==> config.mk <==
export PLATFORM = sky130hd
export DESIGN_NAME = sdac_frontend
export DESIGN_NICKNAME = d
export VERILOG_FILES = /design/src/rtl/sdac_pkg.sv /design/src/rtl/sdac_sync.sv /design/src/rtl/sdac_edge.sv /design/src/rtl/sdac_shifter.sv /design/src/rtl/sdac_latch.sv /design/src/rtl/sdac_frontend.sv
export SDC_FILE = /design/constraint.sdc
export NUM_CORES = 1
export LEC_CHECK = 0
export CELL_PAD_IN_SITES_DETAIL_PLACEMENT = 1
export CELL_PAD_IN_SITES_GLOBAL_PLACEMENT = 2
export CORE_MARGIN = 2
export CORE_UTILIZATION = 41
export CTS_CLUSTER_DIAMETER = 30
export DETAILED_ROUTE_END_ITERATION = 8
export GPL_ROUTABILITY_DRIVEN = 0
export GPL_TIMING_DRIVEN = 0
export HOLD_SLACK_MARGIN = 0.12
export MAX_ROUTING_LAYER = met4
export PLACE_DENSITY = 0.77
export SYNTH_ARGS = -nofsm -noshare
export SYNTH_HDL_FRONTEND = slang
export SYNTH_SLANG_ARGS = --single-unit
export TNS_END_PERCENT = 50
==> constraint.sdc <==
create_clock -name clk -period 2.79 [get_ports clk]
set_input_delay 0.558 -clock clk [delete_from_list [all_inputs] [get_ports clk]]
set_output_delay 0.558 -clock clk [all_outputs]
set_load 0.005 [all_outputs]
==> src/rtl/sdac_pkg.sv <==
package sdac_pkg;
   // index of each serial pin inside the synchroniser bus
   localparam int unsigned IDX_SCLK = 0;
   localparam int unsigned IDX_SEL  = 1;
   localparam int unsigned IDX_DIN  = 2;
   localparam int unsigned PIN_CNT  = 3;
   localparam int unsigned CTL_CNT  = 2;

   typedef struct packed {
      logic rise;
      logic fall;
   } edge_t;
endpackage

==> src/rtl/sdac_sync.sv <==
module sdac_sync #(
   parameter int unsigned     WIDTH   = 3,
   parameter int unsigned     STAGES  = 2,
   parameter logic [WIDTH-1:0] RST_VAL = '0
) (
   input  logic             clk,
   input  logic             rst_n,
   input  logic [WIDTH-1:0] async_i,
   output logic [WIDTH-1:0] now_o
);
   if (STAGES < 2) begin : g_bad_stages
      $error("sdac_sync: STAGES must be at least 2");
   end

   logic [WIDTH-1:0] stage_q [STAGES];

   for (genvar g = 0; g < STAGES; g++) begin : g_stage
      if (g == 0) begin : g_first
         always_ff @(posedge clk or negedge rst_n) begin
            if (!rst_n) stage_q[g] <= RST_VAL;
            else        stage_q[g] <= async_i;
         end
      end else begin : g_next
         always_ff @(posedge clk or negedge rst_n) begin
            if (!rst_n) stage_q[g] <= RST_VAL;
            else        stage_q[g] <= stage_q[g-1];
         end
      end
   end

   assign now_o = stage_q[STAGES-1];
endmodule

==> src/rtl/sdac_edge.sv <==
module sdac_edge #(
   parameter int unsigned      WIDTH   = 2,
   parameter logic [WIDTH-1:0] RST_VAL = '0
) (
   input  logic             clk,
   input  logic             rst_n,
   input  logic [WIDTH-1:0] now_i,
   output logic [WIDTH-1:0] prev_o
);
   always_ff @(posedge clk or negedge rst_n) begin
      if (!rst_n) prev_o <= RST_VAL;
      else        prev_o <= now_i;
   end
endmodule

==> src/rtl/sdac_shifter.sv <==
module sdac_shifter
   import sdac_pkg::*;
#(
   parameter int unsigned SHIFT_W = 16,
   parameter int unsigned WIN_HI  = 11,
   parameter int unsigned WIN_LO  = 2,
   localparam int unsigned WIN_W  = WIN_HI - WIN_LO + 1
) (
   input  logic             clk,
   input  logic             rst_n,
   input  logic             sel_i,
   input  edge_t            sclk_evt_i,
   input  logic             din_i,
   output logic [WIN_W-1:0] win_o,
   output logic             dout_o
);
   if (SHIFT_W < 2 || WIN_HI >= SHIFT_W || WIN_LO > WIN_HI) begin : g_bad_win
      $error("sdac_shifter: window does not fit the shift register");
   end

   logic [SHIFT_W-1:0] sr_q;

   always_ff @(posedge clk or negedge rst_n) begin
      if (!rst_n) begin
         sr_q   <= '0;
         dout_o <= 1'b0;
      end else begin
         if (sel_i && sclk_evt_i.rise) sr_q   <= {sr_q[SHIFT_W-2:0], din_i};
         if (sel_i && sclk_evt_i.fall) dout_o <= sr_q[SHIFT_W-1];
      end
   end

   assign win_o = sr_q[WIN_HI:WIN_LO];


   shift_entry_chk: assert property (@(posedge clk) disable iff (!rst_n)
      (sel_i && sclk_evt_i.rise) |=> (sr_q[0] == $past(din_i)));

   shift_frozen_chk: assert property (@(posedge clk) disable iff (!rst_n)
      !sel_i |=> $stable(sr_q));

   dout_hold_chk: assert property (@(posedge clk) disable iff (!rst_n)
      !sel_i |=> $stable(dout_o));

   dout_fall_only_chk: assert property (@(posedge clk) disable iff (!rst_n)
      !$stable(dout_o) |-> $past(sclk_evt_i.fall));
endmodule

==> src/rtl/sdac_latch.sv <==
module sdac_latch #(
   parameter int unsigned CODE_W = 10
) (
   input  logic              clk,
   input  logic              rst_n,
   input  logic              load_i,
   input  logic [CODE_W-1:0] word_i,
   output logic [CODE_W-1:0] code_o,
   output logic              upd_o
);
   if (CODE_W < 1) begin : g_bad_code
      $error("sdac_latch: CODE_W must be positive");
   end

   always_ff @(posedge clk or negedge rst_n) begin
      if (!rst_n) begin
         code_o <= '0;
         upd_o  <= 1'b0;
      end else begin
         upd_o <= load_i;
         if (load_i) code_o <= word_i;
      end
   end


   strobe_single_chk: assert property (@(posedge clk) disable iff (!rst_n)
      upd_o |=> !upd_o);

   code_moves_with_strobe_chk: assert property (@(posedge clk) disable iff (!rst_n)
      !$stable(code_o) |-> upd_o);
endmodule

==> src/rtl/sdac_frontend.sv <==
module sdac_frontend
   import sdac_pkg::*;
#(
   parameter int unsigned SHIFT_W     = 16,
   parameter int unsigned CODE_W      = 10,
   parameter int unsigned SUB_W       = 2,
   parameter int unsigned SYNC_STAGES = 2
) (
   input  logic              clk,
   input  logic              rst_n,
   input  logic              ser_clk_i,
   input  logic              ser_sel_n_i,
   input  logic              ser_din_i,
   output logic              ser_dout_o,
   output logic [CODE_W-1:0] code_o,
   output logic              update_o
);
   localparam int unsigned REG_W = CODE_W + SUB_W;
   localparam logic [PIN_CNT-1:0] SYNC_RST = {{(PIN_CNT-1){1'b0}}, 1'b1} << IDX_SEL;
   localparam logic [CTL_CNT-1:0] CTL_RST  = SYNC_RST[CTL_CNT-1:0];

   if (REG_W > SHIFT_W) begin : g_bad_reg
      $error("sdac_frontend: code plus sub-LSB bits exceed the shift register");
   end

   logic [PIN_CNT-1:0] pins_raw;
   logic [PIN_CNT-1:0] pins_now;
   logic [CTL_CNT-1:0] ctl_prev;
   edge_t              sclk_evt;
   logic               sel_active;
   logic               sel_release;
   logic [CODE_W-1:0]  code_win;

   assign pins_raw[IDX_SCLK] = ser_clk_i;
   assign pins_raw[IDX_SEL]  = ser_sel_n_i;
   assign pins_raw[IDX_DIN]  = ser_din_i;

   sdac_sync #(.WIDTH(PIN_CNT), .STAGES(SYNC_STAGES), .RST_VAL(SYNC_RST)) u_sync (
      .clk     (clk),
      .rst_n   (rst_n),
      .async_i (pins_raw),
      .now_o   (pins_now)
   );

   sdac_edge #(.WIDTH(CTL_CNT), .RST_VAL(CTL_RST)) u_edge (
      .clk    (clk),
      .rst_n  (rst_n),
      .now_i  (pins_now[CTL_CNT-1:0]),
      .prev_o (ctl_prev)
   );

   assign sclk_evt.rise = pins_now[IDX_SCLK] & ~ctl_prev[IDX_SCLK];
   assign sclk_evt.fall = ~pins_now[IDX_SCLK] & ctl_prev[IDX_SCLK];
   // selection judged on the earlier sample so a release and a clock edge in one cycle both count
   assign sel_active    = ~ctl_prev[IDX_SEL];
   assign sel_release   = pins_now[IDX_SEL] & ~ctl_prev[IDX_SEL];

   sdac_shifter #(.SHIFT_W(SHIFT_W), .WIN_HI(REG_W-1), .WIN_LO(SUB_W)) u_shift (
      .clk        (clk),
      .rst_n      (rst_n),
      .sel_i      (sel_active),
      .sclk_evt_i (sclk_evt),
      .din_i      (pins_now[IDX_DIN]),
      .win_o      (code_win),
      .dout_o     (ser_dout_o)
   );

   sdac_latch #(.CODE_W(CODE_W)) u_latch (
      .clk    (clk),
      .rst_n  (rst_n),
      .load_i (sel_release),
      .word_i (code_win),
      .code_o (code_o),
      .upd_o  (update_o)
   );
endmodule

==> run summary, run 1 <==
Setup Fix Bufs, Post-CTS: 0
RSZ-0062 raised after global routing: no
Sequential area share after synthesis: 71.7%
CP endpoint: code_o[5]
Syn_nets: 74
Sequential power share: 59.0%
DRC: 0
Final Hold Fails: 0
DR iter-0 viols: 13
Antenna-violating nets left: 0
First-pass GRT wire length: 3.21 mm
Switching power: 0.000287 W
Vias per cell: 5.06
Final setup TNS: 0 ns
Root buf cell: clkbuf_4
# hold bufs at CTS: 0
Drt wl/cell: 14.5 um
Clock Tree Buf Depth: 2
Pwr per Cell Area: 792 nW/um^2
Worst VDD drop: 422 uV
Worst clock skew: 0.0104 ns
Pleak: 0.703 nW
CTS Sinks: 36
Post-Syn Instances: 69
Synth top area share: 65.5%
Reg-to-reg startpoint: u_edge.prev_o[1]
Crit path buf inv count: 1
Die height: 59.5 um
First-pass DRT Iterations: 4
Crit start category: flip-flop
CP endpoint kind: primary output
Tot GR Track Use: 14.0%
Gate power share: 19.7%
Synth Cell Area: 1260 um^2
Crit path depth: 1
CP required: 2.23 ns
Proportion of layout cells with a drive suffix above 1: 41.9%
Post-layout util: 50.6%
Initial Utilization: 42.4%
Crit path cell chain: clkdlybuf4s50_1
Area occupied by multi-input gates: 337 um^2
Number of port buffers: 16
Fillers: 304
Max Cap Violations: 0
Clk Latency, worst-skew pair: 0.33 ns
Top cells by area, synth: dfrtp_1 65%, mux2_2 24%, dfstp_2 6.3%, nor3b_4 1.5%, buf_6 0.89%
Crit-path max cell delay: 0.52 ns
Register area: 905 um^2
CTS H-Tree Depth: 2
Max Clock Freq: 0.563 GHz
R2R depth: 3
FP Rows: 20
Worst path slowest cell: clkdlybuf4s50_1
Synthesis-to-finish area growth: 19.4%
FF+latch count, synth: 36
Max Slew Vio Count: 0
Final HPWL DP: 1.23 mm
Fin crit period: 1.78 ns
Distinct cells, synth: 9
Period utilization: 63.7%
Clock share of power: 21.3%
Io pins: 17
Largest net degree at the start of global routing: 37
Vias in the first global route: 705
WL final: 1.83 mm
Layout net count: 97
Synth Warn #: 0
Sw Share: 24.0%
Synth area leader: dfrtp_1
Class of the worst hold path: input pin to async pin
FF-to-FF setup slack: 1.34 ns
Worst R2R End: u_latch.code_o[1]
Core Region: 2980 um^2
Cell-internal power: 0.000906 W
CTS tree: yes
Total Die Area: 3540 um^2
Crit path max-delay family: buffers and inverters
Ant. Diodes: 0
CP max FO: 2
Mean cell area of the mapped netlist: 18.3 um^2
Via count: 638
Slew @ Worst Pin: 0.764 ns
Total CTS buffers: 5
Chip Width: 59.5 um
Critical path class: flip-flop to primary output
Post-cts resize count: 0
Total gr overflow: 0
Slew HR: 49.1%
Initial antenna violation count: 0
CP Launch Point: u_latch.code_o[5]
Worst Path Arrival: 1.22 ns
# setup viols final: 0
Worst-path clk slew: 0.10 ns
Status: complete, no violations
==> layout by cell type, fill, tap and decap left out <==
cell type,Yosys,layout
clkdlybuf4s50_1,0,15
mux2_2,27,27
dfstp_2,3,3
inv_1,1,1
nor3b_1,1,1
nor3b_4,1,1
nand2b_1,1,1
buf_2,1,2
buf_6,1,1
clkbuf_4,0,5
dfrtp_1,33,33
clkbuf_1,0,3
==> flip-flops by register name, summed over array words and instances, names as in the netlist <==
| signal | cells |
|---|---|
| u_sync.stage_q | 3 |
| u_latch.upd_o | 1 |
| u_shift.dout_o | 1 |
| u_edge.prev_o | 2 |
| u_latch.code_o | 10 |
| u_sync.now_o | 3 |
| u_shift.sr_q | 16 |
==> metal layers <==
| metal | wire length (um) | track usage (%) | up-vias |
|---|---|---|---|
| li1 | - | - | 282 |
| met1 | 739 | 14.4 | 333 |
| met2 | 948 | 20.4 | 18 |
| met3 | 90 | 4.59 | 5 |
| met4 | 55 | 13.6 | 0 |
| met5 | 0 | - | - |
==> cells by family after synthesis <==
group,after synthesis,synth area share (%)
muxes,27,24.1
and+or+nand+nor,3,2.58
DFF,36,71.7
buffers and inverters,3,1.59
==> metrics by stage <==
stage	hold slack, ns	power [W]	cells	cell area [um^2]	setup slack (ns)
final	0.282	0.00119	126	1510	1.01
after CTS	0.296	0.00122	126	1510	0.979
after detailed placement	0.337	0.000956	118	1460	1.31
after global routing	0.314	0.00127	126	1510	0.959
after floorplan	0.262	0.000808	69	1260	1.46
after global placement	0.334	0.000941	118	1460	0.445
==> layout make-up <==
| class | instances | share of cell area [%] |
|---|---|---|
| sequential | 36 | 60.1 |
| multi-input combinational | 30 | 22.3 |
| inverter | 1 | 0.249 |
| buffer | 2 | 1.08 |
| tap | 33 | 2.74 |
| timing repair buffer | 16 | 10.3 |
| clock buffer | 8 | 3.24 |
==> power by group through the flow <==
stage                     sequential [W]  combinational (W)  clock, W
after detailed placement        0.000716           0.000241         0
after floorplan                 0.000700           0.000108         0
after global placement          0.000707           0.000233         0
final                           0.000703           0.000235  0.000254
after CTS                       0.000706           0.000242  0.000274
after global routing            0.000720           0.000257  0.000295
==> synthesized netlist by cell type <==
cell / number
inv_1: 1
nor3b_1: 1
buf_6: 1
dfstp_2: 3
nor3b_4: 1
mux2_2: 27
buf_2: 1
nand2b_1: 1
dfrtp_1: 33
==> how the worst min path moves through the flow <==
stage / to / slack [ns] / cells past startpoint
after detailed placement: u_sync.now_o[2] / 0.34 / 0
after global routing: u_latch.code_o[0] / 0.31 / 1
after global placement: u_sync.now_o[0] / 0.33 / 0
after floorplan: u_edge.prev_o[0] / 0.26 / 0
after CTS: u_sync.stage_q[5] / 0.30 / 1
final: u_sync.now_o[2] / 0.28 / 1
(Power assumes the default switching activity.)
==> run 2, diff against run 1 <==
--- a/config.mk
+++ b/config.mk
@@ -8,14 +8,14 @@
 export CELL_PAD_IN_SITES_DETAIL_PLACEMENT = 1
 export CELL_PAD_IN_SITES_GLOBAL_PLACEMENT = 2
 export CORE_MARGIN = 2
-export CORE_UTILIZATION = 41
+export CORE_UTILIZATION = 35
 export CTS_CLUSTER_DIAMETER = 30
 export DETAILED_ROUTE_END_ITERATION = 8
 export GPL_ROUTABILITY_DRIVEN = 0
 export GPL_TIMING_DRIVEN = 0
 export HOLD_SLACK_MARGIN = 0.12
 export MAX_ROUTING_LAYER = met4
-export PLACE_DENSITY = 0.77
+export PLACE_DENSITY = 0.7
 export SYNTH_ARGS = -nofsm -noshare
 export SYNTH_HDL_FRONTEND = slang
 export SYNTH_SLANG_ARGS = --single-unit
==> constraint.sdc (replaced) <==
create_clock -name clk -period 1.5 [get_ports clk]
set_input_delay 0.3 -clock clk [delete_from_list [all_inputs] [get_ports clk]]
set_output_delay 0.3 -clock clk [all_outputs]
set_load 0.005 [all_outputs]
==> run summary, run 2 (synthesized netlist as in run 1, its figures left out) <==
Worst Path Arrival: 1.15 ns (-0.07 ns)
# setup viols final: 0 (unchanged)
Hold Slack: 0.350 ns (+0.0679 ns)
Placed cell area: 1470 um^2 (+1.1%)
Pwr per Cell Area: 1400 nW/um^2 (+77%)
Vias in the first global route: 679 (-3.7%)
Tot GR Track Use: 10.9% (-3.1 points)
Initial antenna violation count: 0 (unchanged)
Crit path max-delay family: buffers and inverters
Worst VDD drop: 641 uV (+52%)
RSZ-0062 raised after global routing: no
Biggest register: u_shift.sr_q
Slew HR: 48.5% (-0.52 points)
Post-layout util: 46.5% (-4.1 points)
Io pins: 17 (unchanged)
Final setup TNS: 0 ns (unchanged)
Ant. Diodes: 0 (unchanged)
Chip Width: 64.0 um (+7.7%)
Clk Latency, worst-skew pair: 0.33 ns (about the same)
Worst clock skew: 0.00533 ns (-0.00512 ns)
CTS tree: yes
CTS H-Tree Depth: 2 (unchanged)
Layout Cells excl Fill: 146 (+16%)
Crit path buf inv count: 1 (unchanged)
CTS Sinks: 36 (unchanged)
CP required: 1.20 ns (-1.03 ns)
First-pass DRT Iterations: 3 (-1)
Period utilization: 96.7%
Worst-path clk slew: 0.10 ns (about the same)
Number of flip-flops in the largest register: 16 (unchanged)
Placed cell count: 131 (+11%)
Total Die Area: 4100 um^2 (+16%)
Root buf cell: clkbuf_4
Crit start category: flip-flop
Antenna-violating nets left: 0 (unchanged)
Initial Utilization: 37.2% (-5.1 points)
FP Rows: 21 (+5.0%)
Clock Tree Buf Depth: 2 (unchanged)
Proportion of layout cells with a drive suffix above 1: 46.0% (+4.1 points)
Final Hold Fails: 0 (unchanged)
Total gr overflow: 0 (unchanged)
Total CTS buffers: 5 (unchanged)
Fin crit period: 1.45 ns
CP max FO: 1 (-1)
Critical path class: flip-flop to primary output
Largest registers: u_shift.sr_q x16, u_latch.code_o x10
Final HPWL DP: 1.21 mm (-0.98%)
Max Slew Vio Count: 0 (unchanged)
Crit path cell chain: clkdlybuf4s50_1
Via count: 658 (+3.1%)
Most common cell after layout, fill and taps aside: dfrtp_1
Die height: 64.0 um (+7.7%)
Largest net degree at the start of global routing: 37 (unchanged)
Max Clock Freq: 0.690 GHz
Slew @ Worst Pin: 0.772 ns (+0.00775 ns)
Vias per cell: 4.51 (-11%)
DRC: 0 (unchanged)
Most frequent cells in the layout: 33 x dfrtp_1, 27 x mux2_2, 11 x dlygate4sd2_1
Layout net count: 104 (+7.2%)
Synthesis-to-finish area growth: 25.0%
WL final: 1.89 mm (+3.0%)
Status: complete, no violations
Class of the worst hold path: flip-flop to flip-flop
CP endpoint kind: primary output
Design Area, Final: 1580 um^2 (+4.7%)
First-pass GRT wire length: 3.22 mm (+0.44%)
Pleak: 0.787 nW (+12%)
Max Cap Violations: 0 (unchanged)
Number of port buffers: 16 (unchanged)
Crit-path max cell delay: 0.49 ns (-0.03 ns)
Core Region: 3390 um^2 (+14%)
Drt wl/cell: 12.9 um (-11%)
Worst path slowest cell: clkdlybuf4s50_1
DR iter-0 viols: 8 (-5)
run 2: cell count changes in the layout (fill, tap and decap cells not counted):
cell / change
clkbuf_1: -1
buf_2: -1
buf_4: +6
clkbuf_8: +1
dlygate4sd2_1: +11
dlygate4sd3_1: +1
clkdlybuf4s50_1: -11
clkbuf_4: +1
run 2: metal layers:
metal	global-route usage (%)	part of all wire, %	wire [um]	up-vias
li1	-	-	-	299
met1	12.8	44	831	340
met2	16.0	49	920	15
met3	4.93	5.7	108	4
met4	4.89	1.4	27	0
met5	-	0	0	-
run 2: final cells by class:
type                    instances  area [um^2]
plain buffers                   2         18.8
clock buffers                   8         58.8
fillers                       330         1810
inverters                       1         3.75
multi-input cells              30          337
flip-flops and latches         36          905
well taps                      46         57.6
repair buffers                 23          196
run 2: stage by stage:
stage	total power [W]	setup slack, ns
6_report	0.00221	0.0497
3_3_place_gp	0.00175	-0.615
2_1_floorplan	0.00150	0.169
3_5_place_dp	0.00177	0.0249
5_1_grt	0.00238	0.00173
4_1_cts	0.00226	0.00674
run 2: final timing paths:
path | end | cells past startpoint | startpoint | slack [ns]
max in group asynchronous | u_latch.code_o[5] | 2 | rst_n | 0.44
min in group asynchronous | u_sync.stage_q[5] | 2 | rst_n | 0.57
setup / recovery | update_o | 1 | u_latch.upd_o | 0.05
hold / removal | u_sync.now_o[0] | 0 | u_sync.stage_q[3] | 0.35
hold reg to reg | u_sync.now_o[0] | 0 | u_sync.stage_q[3] | 0.35
setup reg to reg | u_shift.sr_q[5] | 3 | u_edge.prev_o[0] | 0.06
run 2: report_power, final:
part | switching (W) | internal, W
Combinational | 0.000125 | 0.000263
Clock | 0.000294 | 0.000231
Sequential | 0.000116 | 0.00118
run 2: repair_timing:
| item | 4_1_cts | 5_1_grt |
|---|---|---|
| setup buffers | 1 | 5 |
| pin swaps | 0 | 1 |
| hold endpoints to repair | 33 | 0 |
| hold buffers | 1 | 0 |
| setup endpoints to repair | 11 | 19 |
| resized for setup | 11 | 1 |
